$ cat src/rtl/oep_pkg.sv
package oep_pkg;
   localparam int REG_W = 32;
   localparam int BYTE_W = 8;

   typedef enum logic [1:0] {
      RPL_NONE = 2'd0,
      RPL_ACK  = 2'd1,
      RPL_NAK  = 2'd2
   } reply_t;
endpackage

$ cat src/rtl/oep_store.sv
module oep_store #(
   parameter int SLOT_BYTES = 128,
   localparam int IDX_W = $clog2(SLOT_BYTES),
   localparam int ADDR_W = IDX_W + 1
) (
   input  logic                     clk,
   input  logic                     wr_en,
   input  logic [ADDR_W-1:0]        wr_addr,
   input  logic [oep_pkg::BYTE_W-1:0] wr_data,
   input  logic [ADDR_W-1:0]        rd_addr,
   output logic [oep_pkg::BYTE_W-1:0] rd_data
);
   localparam int DEPTH = 2 * SLOT_BYTES;

   logic [oep_pkg::BYTE_W-1:0] mem [DEPTH];

   always_ff @(posedge clk) begin
      if (wr_en) mem[wr_addr] <= wr_data;
   end

   assign rd_data = mem[rd_addr];
endmodule

$ cat src/rtl/oep_fill.sv
module oep_fill #(
   parameter int SLOT_BYTES = 128,
   localparam int IDX_W = $clog2(SLOT_BYTES),
   localparam int ADDR_W = IDX_W + 1,
   localparam int CNT_W = $clog2(SLOT_BYTES + 1)
) (
   input  logic                       clk,
   input  logic                       rst_n,
   input  logic                       host_tok,
   input  logic [1:0]                 slot_free,
   input  logic                       pkt_valid,
   input  logic [oep_pkg::BYTE_W-1:0] pkt_byte,
   input  logic                       pkt_eop,
   input  logic                       pkt_bad,
   output logic                       host_ack,
   output logic                       host_nak,
   output logic                       wr_en,
   output logic [ADDR_W-1:0]          wr_addr,
   output logic [oep_pkg::BYTE_W-1:0] wr_data,
   output logic                       done,
   output logic                       done_slot,
   output logic [CNT_W-1:0]           done_len,
   output logic                       done_trunc
);
   import oep_pkg::*;

   localparam logic [CNT_W-1:0] CAP = CNT_W'(SLOT_BYTES);

   reply_t           reply_q;
   logic             busy_q;
   logic             wr_sel_q;
   logic [CNT_W-1:0] cnt_q;
   logic             trunc_q;
   logic [CNT_W-1:0] cnt_nx;
   logic             trunc_nx;
   logic             good_byte;

   assign good_byte = busy_q && pkt_valid && !pkt_bad;
   assign wr_en     = good_byte && (cnt_q != CAP);
   assign wr_addr   = {wr_sel_q, cnt_q[IDX_W-1:0]};
   assign wr_data   = pkt_byte;
   assign cnt_nx    = cnt_q + CNT_W'(wr_en);
   assign trunc_nx  = trunc_q || (good_byte && (cnt_q == CAP));

   assign done       = busy_q && pkt_eop && !pkt_bad;
   assign done_slot  = wr_sel_q;
   assign done_len   = cnt_nx;
   assign done_trunc = trunc_nx;

   assign host_ack = (reply_q == RPL_ACK);
   assign host_nak = (reply_q == RPL_NAK);

   always_ff @(posedge clk) begin
      if (!rst_n) begin
         reply_q  <= RPL_NONE;
         busy_q   <= 1'b0;
         wr_sel_q <= 1'b0;
         cnt_q    <= '0;
         trunc_q  <= 1'b0;
      end else begin
         reply_q <= RPL_NONE;
         if (host_tok && !busy_q) begin
            if (slot_free[wr_sel_q]) begin
               reply_q <= RPL_ACK;
               busy_q  <= 1'b1;
               cnt_q   <= '0;
               trunc_q <= 1'b0;
            end else begin
               reply_q <= RPL_NAK;
            end
         end else if (busy_q) begin
            if (pkt_bad) begin
               busy_q <= 1'b0;
            end else if (pkt_eop) begin
               busy_q <= 1'b0;
               if (cnt_nx != '0) wr_sel_q <= ~wr_sel_q;
            end else begin
               cnt_q   <= cnt_nx;
               trunc_q <= trunc_nx;
            end
         end
      end
   end

   // one reply per token taken between packets
   a_r2_one_reply : assert property (@(posedge clk) disable iff (!rst_n)
      (host_tok && !busy_q) |=> (host_ack != host_nak));

   // a bad packet ends reception without a completion
   a_r7_bad_drops : assert property (@(posedge clk) disable iff (!rst_n)
      (busy_q && pkt_bad) |=> (!busy_q && $stable(wr_sel_q)));

   // a completed length never exceeds the slot size
   a_r8_len_cap : assert property (@(posedge clk) disable iff (!rst_n)
      done |-> (done_len <= CAP));
endmodule

$ cat src/rtl/oep_drain.sv
module oep_drain #(
   parameter int SLOT_BYTES = 128,
   localparam int IDX_W = $clog2(SLOT_BYTES),
   localparam int ADDR_W = IDX_W + 1,
   localparam int CNT_W = $clog2(SLOT_BYTES + 1)
) (
   input  logic                       clk,
   input  logic                       rst_n,
   input  logic                       reg_rd,
   input  logic [1:0]                 slot_valid,
   input  logic [1:0][CNT_W-1:0]      slot_len,
   output logic [ADDR_W-1:0]          rd_addr,
   input  logic [oep_pkg::BYTE_W-1:0] mem_byte,
   output logic [oep_pkg::REG_W-1:0]  reg_rdata,
   output logic                       done,
   output logic                       done_slot
);
   import oep_pkg::*;

   logic             rd_sel_q;
   logic [CNT_W-1:0] rd_idx_q;
   logic             hit;
   logic             last;

   assign hit       = reg_rd && slot_valid[rd_sel_q];
   assign last      = ((rd_idx_q + CNT_W'(1)) == slot_len[rd_sel_q]);
   assign done      = hit && last;
   assign done_slot = rd_sel_q;
   assign rd_addr   = {rd_sel_q, rd_idx_q[IDX_W-1:0]};

   always_ff @(posedge clk) begin
      if (!rst_n) begin
         rd_sel_q  <= 1'b0;
         rd_idx_q  <= '0;
         reg_rdata <= '0;
      end else if (reg_rd) begin
         reg_rdata <= hit ? REG_W'(mem_byte) : '0;
         if (hit) begin
            if (last) begin
               rd_idx_q <= '0;
               rd_sel_q <= ~rd_sel_q;
            end else begin
               rd_idx_q <= rd_idx_q + CNT_W'(1);
            end
         end
      end
   end

   // empty reads return zero and leave the pointers alone
   a_r9_empty_read : assert property (@(posedge clk) disable iff (!rst_n)
      (reg_rd && !slot_valid[rd_sel_q]) |=>
         ((reg_rdata == '0) && $stable(rd_sel_q) && $stable(rd_idx_q)));

   // a read from a filled slot never runs past its stored length
   a_r4_idx_in_len : assert property (@(posedge clk) disable iff (!rst_n)
      slot_valid[rd_sel_q] |-> (rd_idx_q < slot_len[rd_sel_q]));
endmodule

$ cat src/rtl/oep_pingpong.sv
module oep_pingpong #(
   parameter int SLOT_BYTES = 128
) (
   input  logic        clk,
   input  logic        rst_n,
   input  logic        host_tok,
   output logic        host_ack,
   output logic        host_nak,
   input  logic        pkt_valid,
   input  logic [7:0]  pkt_byte,
   input  logic        pkt_eop,
   input  logic        pkt_bad,
   input  logic        reg_rd,
   output logic [31:0] reg_rdata,
   output logic        pkt_irq,
   input  logic        irq_w1c,
   output logic        trunc_flag,
   input  logic        trunc_w1c
);
   import oep_pkg::*;

   localparam int IDX_W = $clog2(SLOT_BYTES);
   localparam int ADDR_W = IDX_W + 1;
   localparam int CNT_W = $clog2(SLOT_BYTES + 1);
   localparam int NSLOT = 2;

   initial begin
      a_cfg_slot_pow2 : assert (SLOT_BYTES >= 2 && (SLOT_BYTES & (SLOT_BYTES - 1)) == 0)
         else $error("SLOT_BYTES must be a power of two of at least 2");
      a_cfg_reg_w : assert (REG_W == 32 && BYTE_W == 8)
         else $error("register and byte widths must match the port list");
   end

   logic [NSLOT-1:0]            slot_valid;
   logic [NSLOT-1:0][CNT_W-1:0] slot_len;

   logic                 wr_en;
   logic [ADDR_W-1:0]    wr_addr;
   logic [BYTE_W-1:0]    wr_data;
   logic [ADDR_W-1:0]    rd_addr;
   logic [BYTE_W-1:0]    mem_byte;
   logic                 fill_done;
   logic                 fill_slot;
   logic [CNT_W-1:0]     fill_len;
   logic                 fill_trunc;
   logic                 drain_done;
   logic                 drain_slot;

   oep_fill #(.SLOT_BYTES(SLOT_BYTES)) u_fill (
      .clk        (clk),
      .rst_n      (rst_n),
      .host_tok   (host_tok),
      .slot_free  (~slot_valid),
      .pkt_valid  (pkt_valid),
      .pkt_byte   (pkt_byte),
      .pkt_eop    (pkt_eop),
      .pkt_bad    (pkt_bad),
      .host_ack   (host_ack),
      .host_nak   (host_nak),
      .wr_en      (wr_en),
      .wr_addr    (wr_addr),
      .wr_data    (wr_data),
      .done       (fill_done),
      .done_slot  (fill_slot),
      .done_len   (fill_len),
      .done_trunc (fill_trunc)
   );

   oep_store #(.SLOT_BYTES(SLOT_BYTES)) u_store (
      .clk     (clk),
      .wr_en   (wr_en),
      .wr_addr (wr_addr),
      .wr_data (wr_data),
      .rd_addr (rd_addr),
      .rd_data (mem_byte)
   );

   oep_drain #(.SLOT_BYTES(SLOT_BYTES)) u_drain (
      .clk        (clk),
      .rst_n      (rst_n),
      .reg_rd     (reg_rd),
      .slot_valid (slot_valid),
      .slot_len   (slot_len),
      .rd_addr    (rd_addr),
      .mem_byte   (mem_byte),
      .reg_rdata  (reg_rdata),
      .done       (drain_done),
      .done_slot  (drain_slot)
   );

   for (genvar g = 0; g < NSLOT; g++) begin : g_slot
      logic             v_q;
      logic [CNT_W-1:0] len_q;

      always_ff @(posedge clk) begin
         if (!rst_n) begin
            v_q   <= 1'b0;
            len_q <= '0;
         end else if (fill_done && (fill_slot == 1'(g)) && (fill_len != '0)) begin
            v_q   <= 1'b1;
            len_q <= fill_len;
         end else if (drain_done && (drain_slot == 1'(g))) begin
            v_q   <= 1'b0;
         end
      end

      assign slot_valid[g] = v_q;
      assign slot_len[g]   = len_q;
   end

   always_ff @(posedge clk) begin
      if (!rst_n) begin
         pkt_irq    <= 1'b0;
         trunc_flag <= 1'b0;
      end else begin
         if (fill_done)    pkt_irq <= 1'b1;
         else if (irq_w1c) pkt_irq <= 1'b0;
         if (fill_done && fill_trunc) trunc_flag <= 1'b1;
         else if (trunc_w1c)          trunc_flag <= 1'b0;
      end
   end

   // with both slots holding packets no token is accepted
   a_r3_nak_when_full : assert property (@(posedge clk) disable iff (!rst_n)
      (host_tok && (&slot_valid)) |=> !host_ack);

   // every completion raises the interrupt
   a_r6_irq_on_done : assert property (@(posedge clk) disable iff (!rst_n)
      fill_done |=> pkt_irq);

   // a slot is never both filled and drained in one cycle
   a_r5_no_slot_clash : assert property (@(posedge clk) disable iff (!rst_n)
      (fill_done && drain_done) |-> (fill_slot != drain_slot));
endmodule

$ cat config.mk
export PLATFORM = sky130hd
export DESIGN_NAME = oep_pingpong
export DESIGN_NICKNAME = d
export VERILOG_FILES = /design/src/rtl/oep_pkg.sv /design/src/rtl/oep_store.sv /design/src/rtl/oep_fill.sv /design/src/rtl/oep_drain.sv /design/src/rtl/oep_pingpong.sv
export SDC_FILE = /design/constraint.sdc
export NUM_CORES = 2
export LEC_CHECK = 0
export BUFFER_PORTS_ARGS = -buffer_cell sky130_fd_sc_hd__buf_2
export CAP_MARGIN = 10
export CORE_MARGIN = 5
export CORE_UTILIZATION = 45
export CTS_BUF_LIST = sky130_fd_sc_hd__clkbuf_4 sky130_fd_sc_hd__clkbuf_8 sky130_fd_sc_hd__clkbuf_16
export DETAILED_ROUTE_END_ITERATION = 6
export PLACE_DENSITY_LB_ADDON = 0.3
export SYNTH_ARGS = -nofsm -noshare
export SYNTH_HDL_FRONTEND = slang
export SYNTH_SLANG_ARGS = --single-unit
export TNS_END_PERCENT = 50
$ cat constraint.sdc
create_clock -name clk -period 7 [get_ports clk]
set_input_delay 1.4 -clock clk [delete_from_list [all_inputs] [get_ports clk]]
set_output_delay 1.4 -clock clk [all_outputs]
set_load 0.03 [all_outputs]
==> metrics.md <==
| Metric | Value |
|---|---|
| Outcome | finished clean |
| Placed Area | between 80000 and 90000 µm² |
| Endpoints failing setup | 0 |
| Clock root buffer | clkbuf_16 |
| Yosys warns | 0 |
| Seq cells post-synth | approximately 2.1k |
| Crit path DAT | 4.94 ns |
| Synth Flop Type | edfxtp_1 |
| Max Clock Freq | 235.6 MHz |
| CP max FO | 13 |
| Initial drt markers | 5267 |
| RSZ-0062 raised after global routing | false |
| Worst hold path type | register to register |
| Most common cell after layout, fill and taps aside | edfxtp_1 |
| Critical Path Max Stage Delay | 0.94 ns |
| DR pass1 iterations | 5 |
| Finished Cell Area | 91850 µm² |
| Sink Count | approximately 2.1k |
| Final Cycle Share | between 60% and 70% |
| Max cap viols | 0 |
| Critical Path RT | 7.70 ns |
| Worst path bufs/invs | 0 |
| Routed Antenna Nets | 0 |
| # Post-CTS Setup Buffers | 0 |
| Fin crit period | approximately 4.2 ns |
| CTS Buffer Depth | 3 |
| Setup CP Type | register to register |
| Setup tns final | 0 ns |
| Clock Skews | slightly above 0.06 ns |
| Worst-margin pin slew | between 1 and 1.5 ns |
| Rows | 157 |
| First-pass GRT wire length | ~300000 µm |
| Power Internal | between 20 and 25 mW |
| Initial antenna violation count | 7 |
| Netlist Area Pre-Place | just over 80000 µm² |
| Library cells used by synthesis | 81 |
| Mapped Cells | between 4k and 5k |
| Comb pwr share | 2.4% |
| CTS tree | yes |
| Nets | about 4.2k |
| Final Max Slew Viols | 0 |
| Clock power share | 43.5% |
| Worst setup EP type | register |
| CP Launch Type | register |
| Initial Util | between 40% and 50% |
| Die width | approximately 440 µm |
| Sw frac | 20.70% |
| GR peak layer | met2 |
| Ys async rst share | 0% |
| Worst-path clk slew | 0.06 ns |
| Vias | 41.36k |
| Slew headroom | ~17% |
| Post-synthesis average cell area | between 20 and 25 µm² |
| Delay-heaviest family, CP | simple AND/OR/NAND/NOR gates |
| Commonest non-fill, non-tap cells in the layout | edfxtp_1, mux4_2, nor2_1, mux2i_1, clkbuf_16 |
| Vias per cell | ~6.1 |
| Routed wire length | around 210000 µm |
| Core ar. | about 180000 µm² |
| Sequential cell area fraction in the yosys report | approximately three quarters |
| H-tree depth | 4 |
| I/O Pins | 53 |
| Vias in the first global route | 40.95k |
| P per Cell Area | between 200 and 300 nW/µm² |
| # resized after CTS | 0 |
| WL per Instance | slightly above 30 µm |
| Sequential share of power | between 50% and 60% |
| Filler cell count | between 10k and 15k |
| GR met3 Demand/Resource | under 10% |
| Static Leak | approximately 27 nW |
| Final hold vios | 0 |
| Peak VDD IR | 265.9 µV |
| M2 GR Usage | 33.66% |
| NetSw | 5.286 mW |
| Gp weighted congestion | ~0.84 |
| Port Buf Inserts | 28 |
| Layout cells sized above 1 | about a fifth |
| Crit path cell chain | nor2_1 > and3_1 > nor2_1 > ha_1 > ha_1 > nand3_1 > xnor2_1 > nor3_1 > a41oi_1 > nor2b_1 > mux2i_1 > nor2_1 |
| DIE AREA | between 150000 and 200000 µm² |
| Worst path most repeated cell | nor2_1 |
| HPWL reported at the end of detailed placement | around 130000 µm |
| Worst path slowest cell | nor2b_1 |
| GRT Util Overall | roughly 22% |
| Largest net degree at the start of global routing | 180 |
| TritonCTS buffer count | 203 |
| Detailed-route DRC error count | 0 |
| EDFF count, synth | just over 2k |
| Grt total ovfl | 0 |
| Met1 usage | 30.75% |
| Synth-to-Final Area Change | 11.16% |
| Number of hold buffers added after cts | 0 |
| Clk_lat worst skew | 0.86 ns |
| Die Ht | 438.5 µm |
-- worst paths after layout --
kind                                                       from                               to  slack, ns  cells past startpoint
worst max-delay path               u_fill.cnt_q[5]$_SDFFE_PN0P_  g_slot[0].len_q[1]$_SDFFE_PN0P_       2.76                     12
worst min-delay path            g_slot[1].len_q[1]$_SDFFE_PN0P_  g_slot[1].len_q[1]$_SDFFE_PN0P_       0.46                      2
worst max register to register     u_fill.cnt_q[5]$_SDFFE_PN0P_  g_slot[0].len_q[1]$_SDFFE_PN0P_       2.76                     12
worst min register to register  g_slot[1].len_q[1]$_SDFFE_PN0P_  g_slot[1].len_q[1]$_SDFFE_PN0P_       0.46                      2
-- state kept, by name (all words and copies together), names as in the netlist --
name and flops:
u_drain.rd_idx_q 8, u_fill.done_slot 1, pkt_irq 1, u_drain.done_slot 1, trunc_flag 1, u_fill.cnt_q 8
u_fill.busy_q 1, u_store.mem 2048, g_slot.v_q 2, g_slot.len_q 16, u_fill.trunc_q 1, u_fill.reply_q 2
u_drain.reg_rdata 8
-- synth_stat cells (15+ instances only) --
cell type	n	area share (%)
a21oi_1	77	0.47
buf_4	51	0.46
o22ai_1	50	0.38
nor2_1	337	1.5
buf_8	20	0.36
clkbuf_1	90	0.41
a22oi_1	37	0.34
nand3_1	31	0.19
a211oi_1	18	0.16
dfxtp_1	50	1.2
and2_1	15	0.11
nor3_1	42	0.25
o21ai_0	34	0.21
edfxtp_1	2048	74
nand2_1	115	0.52
buf_2	66	0.40
mux4_2	429	12
nor2b_1	18	0.14
mux2i_1	239	2.9
buf_6	23	0.31
o221ai_1	68	0.72
-- per-stage QoR --
step                power (mW)  hold WS [ns]  instances  worst slack, ns  utilization [%]
floorplan                14.28        0.4360       4127            3.239                -
global placement         14.68        0.4469       6423            2.221            46.47
detailed placement       14.69        0.4545       6423            2.205            46.47
CTS                      25.67        0.4627       6800            2.859            50.22
global route             26.24        0.4827       6801            2.470            50.22
finish                   25.53        0.4584       6805            2.755            50.22
-- worst reg2reg max path, cell delays in order (launching register included) --
cell	delay, ns
dfxtp_1	0.71
nor2_1	0.31
and3_1	0.35
nor2_1	0.13
ha_1	0.20
ha_1	0.26
nand3_1	0.12
xnor2_1	0.33
nor3_1	0.10
a41oi_1	0.33
nor2b_1	0.94
mux2i_1	0.28
nor2_1	0.06
-- layer usage --
| layer | wire, µm | part of all wire (%) |
|---|---|---|
| met5 | 0 | 0 |
| met3 | 18230 | 8.6 |
| met4 | 8335 | 4.0 |
| met1 | 85670 | 41 |
| met2 | 98650 | 47 |
-- cell type report --
cell class                      instances  area, µm²  share of cell area, %
Clock inverter                        124       1366                  1.488
Inverter                                9      36.28                0.03951
Clock buffer                          253       5474                  5.960
Sequential cell                      2098      62520                  68.07
Antenna cell                            5      12.51                0.01362
Timing Repair Buffer                  104      980.9                  1.068
Tap cell                             2464       3083                  3.357
Multi-Input combinational cell       1748      18380                  20.01
-- power by group through the flow --
stage / clock [mW] / combinational (mW) / sequential [mW]
CTS: 11.3 / 0.625 / 13.8
global placement: 0 / 0.618 / 14.1
finish: 11.1 / 0.625 / 13.8
floorplan: 0 / 0.238 / 14.0
detailed placement: 0 / 0.626 / 14.1
global route: 11.8 / 0.653 / 13.8
-- cell families (layout without fill, tap and decap cells) --
logic type	count (synthesis)	in the layout	share of synthesized area, %
flops	2098	2098	75.64
mux	688	688	15.04
simple gates	622	622	3.278
compound gates	391	391	3.424
buf+inv	281	490	2.287
xor+xnor	20	20	0.2786
fa+ha+maj	3	3	0.04543
other cells	1	29	0.004538
Note: power is estimated with default switching activity, not from simulation.
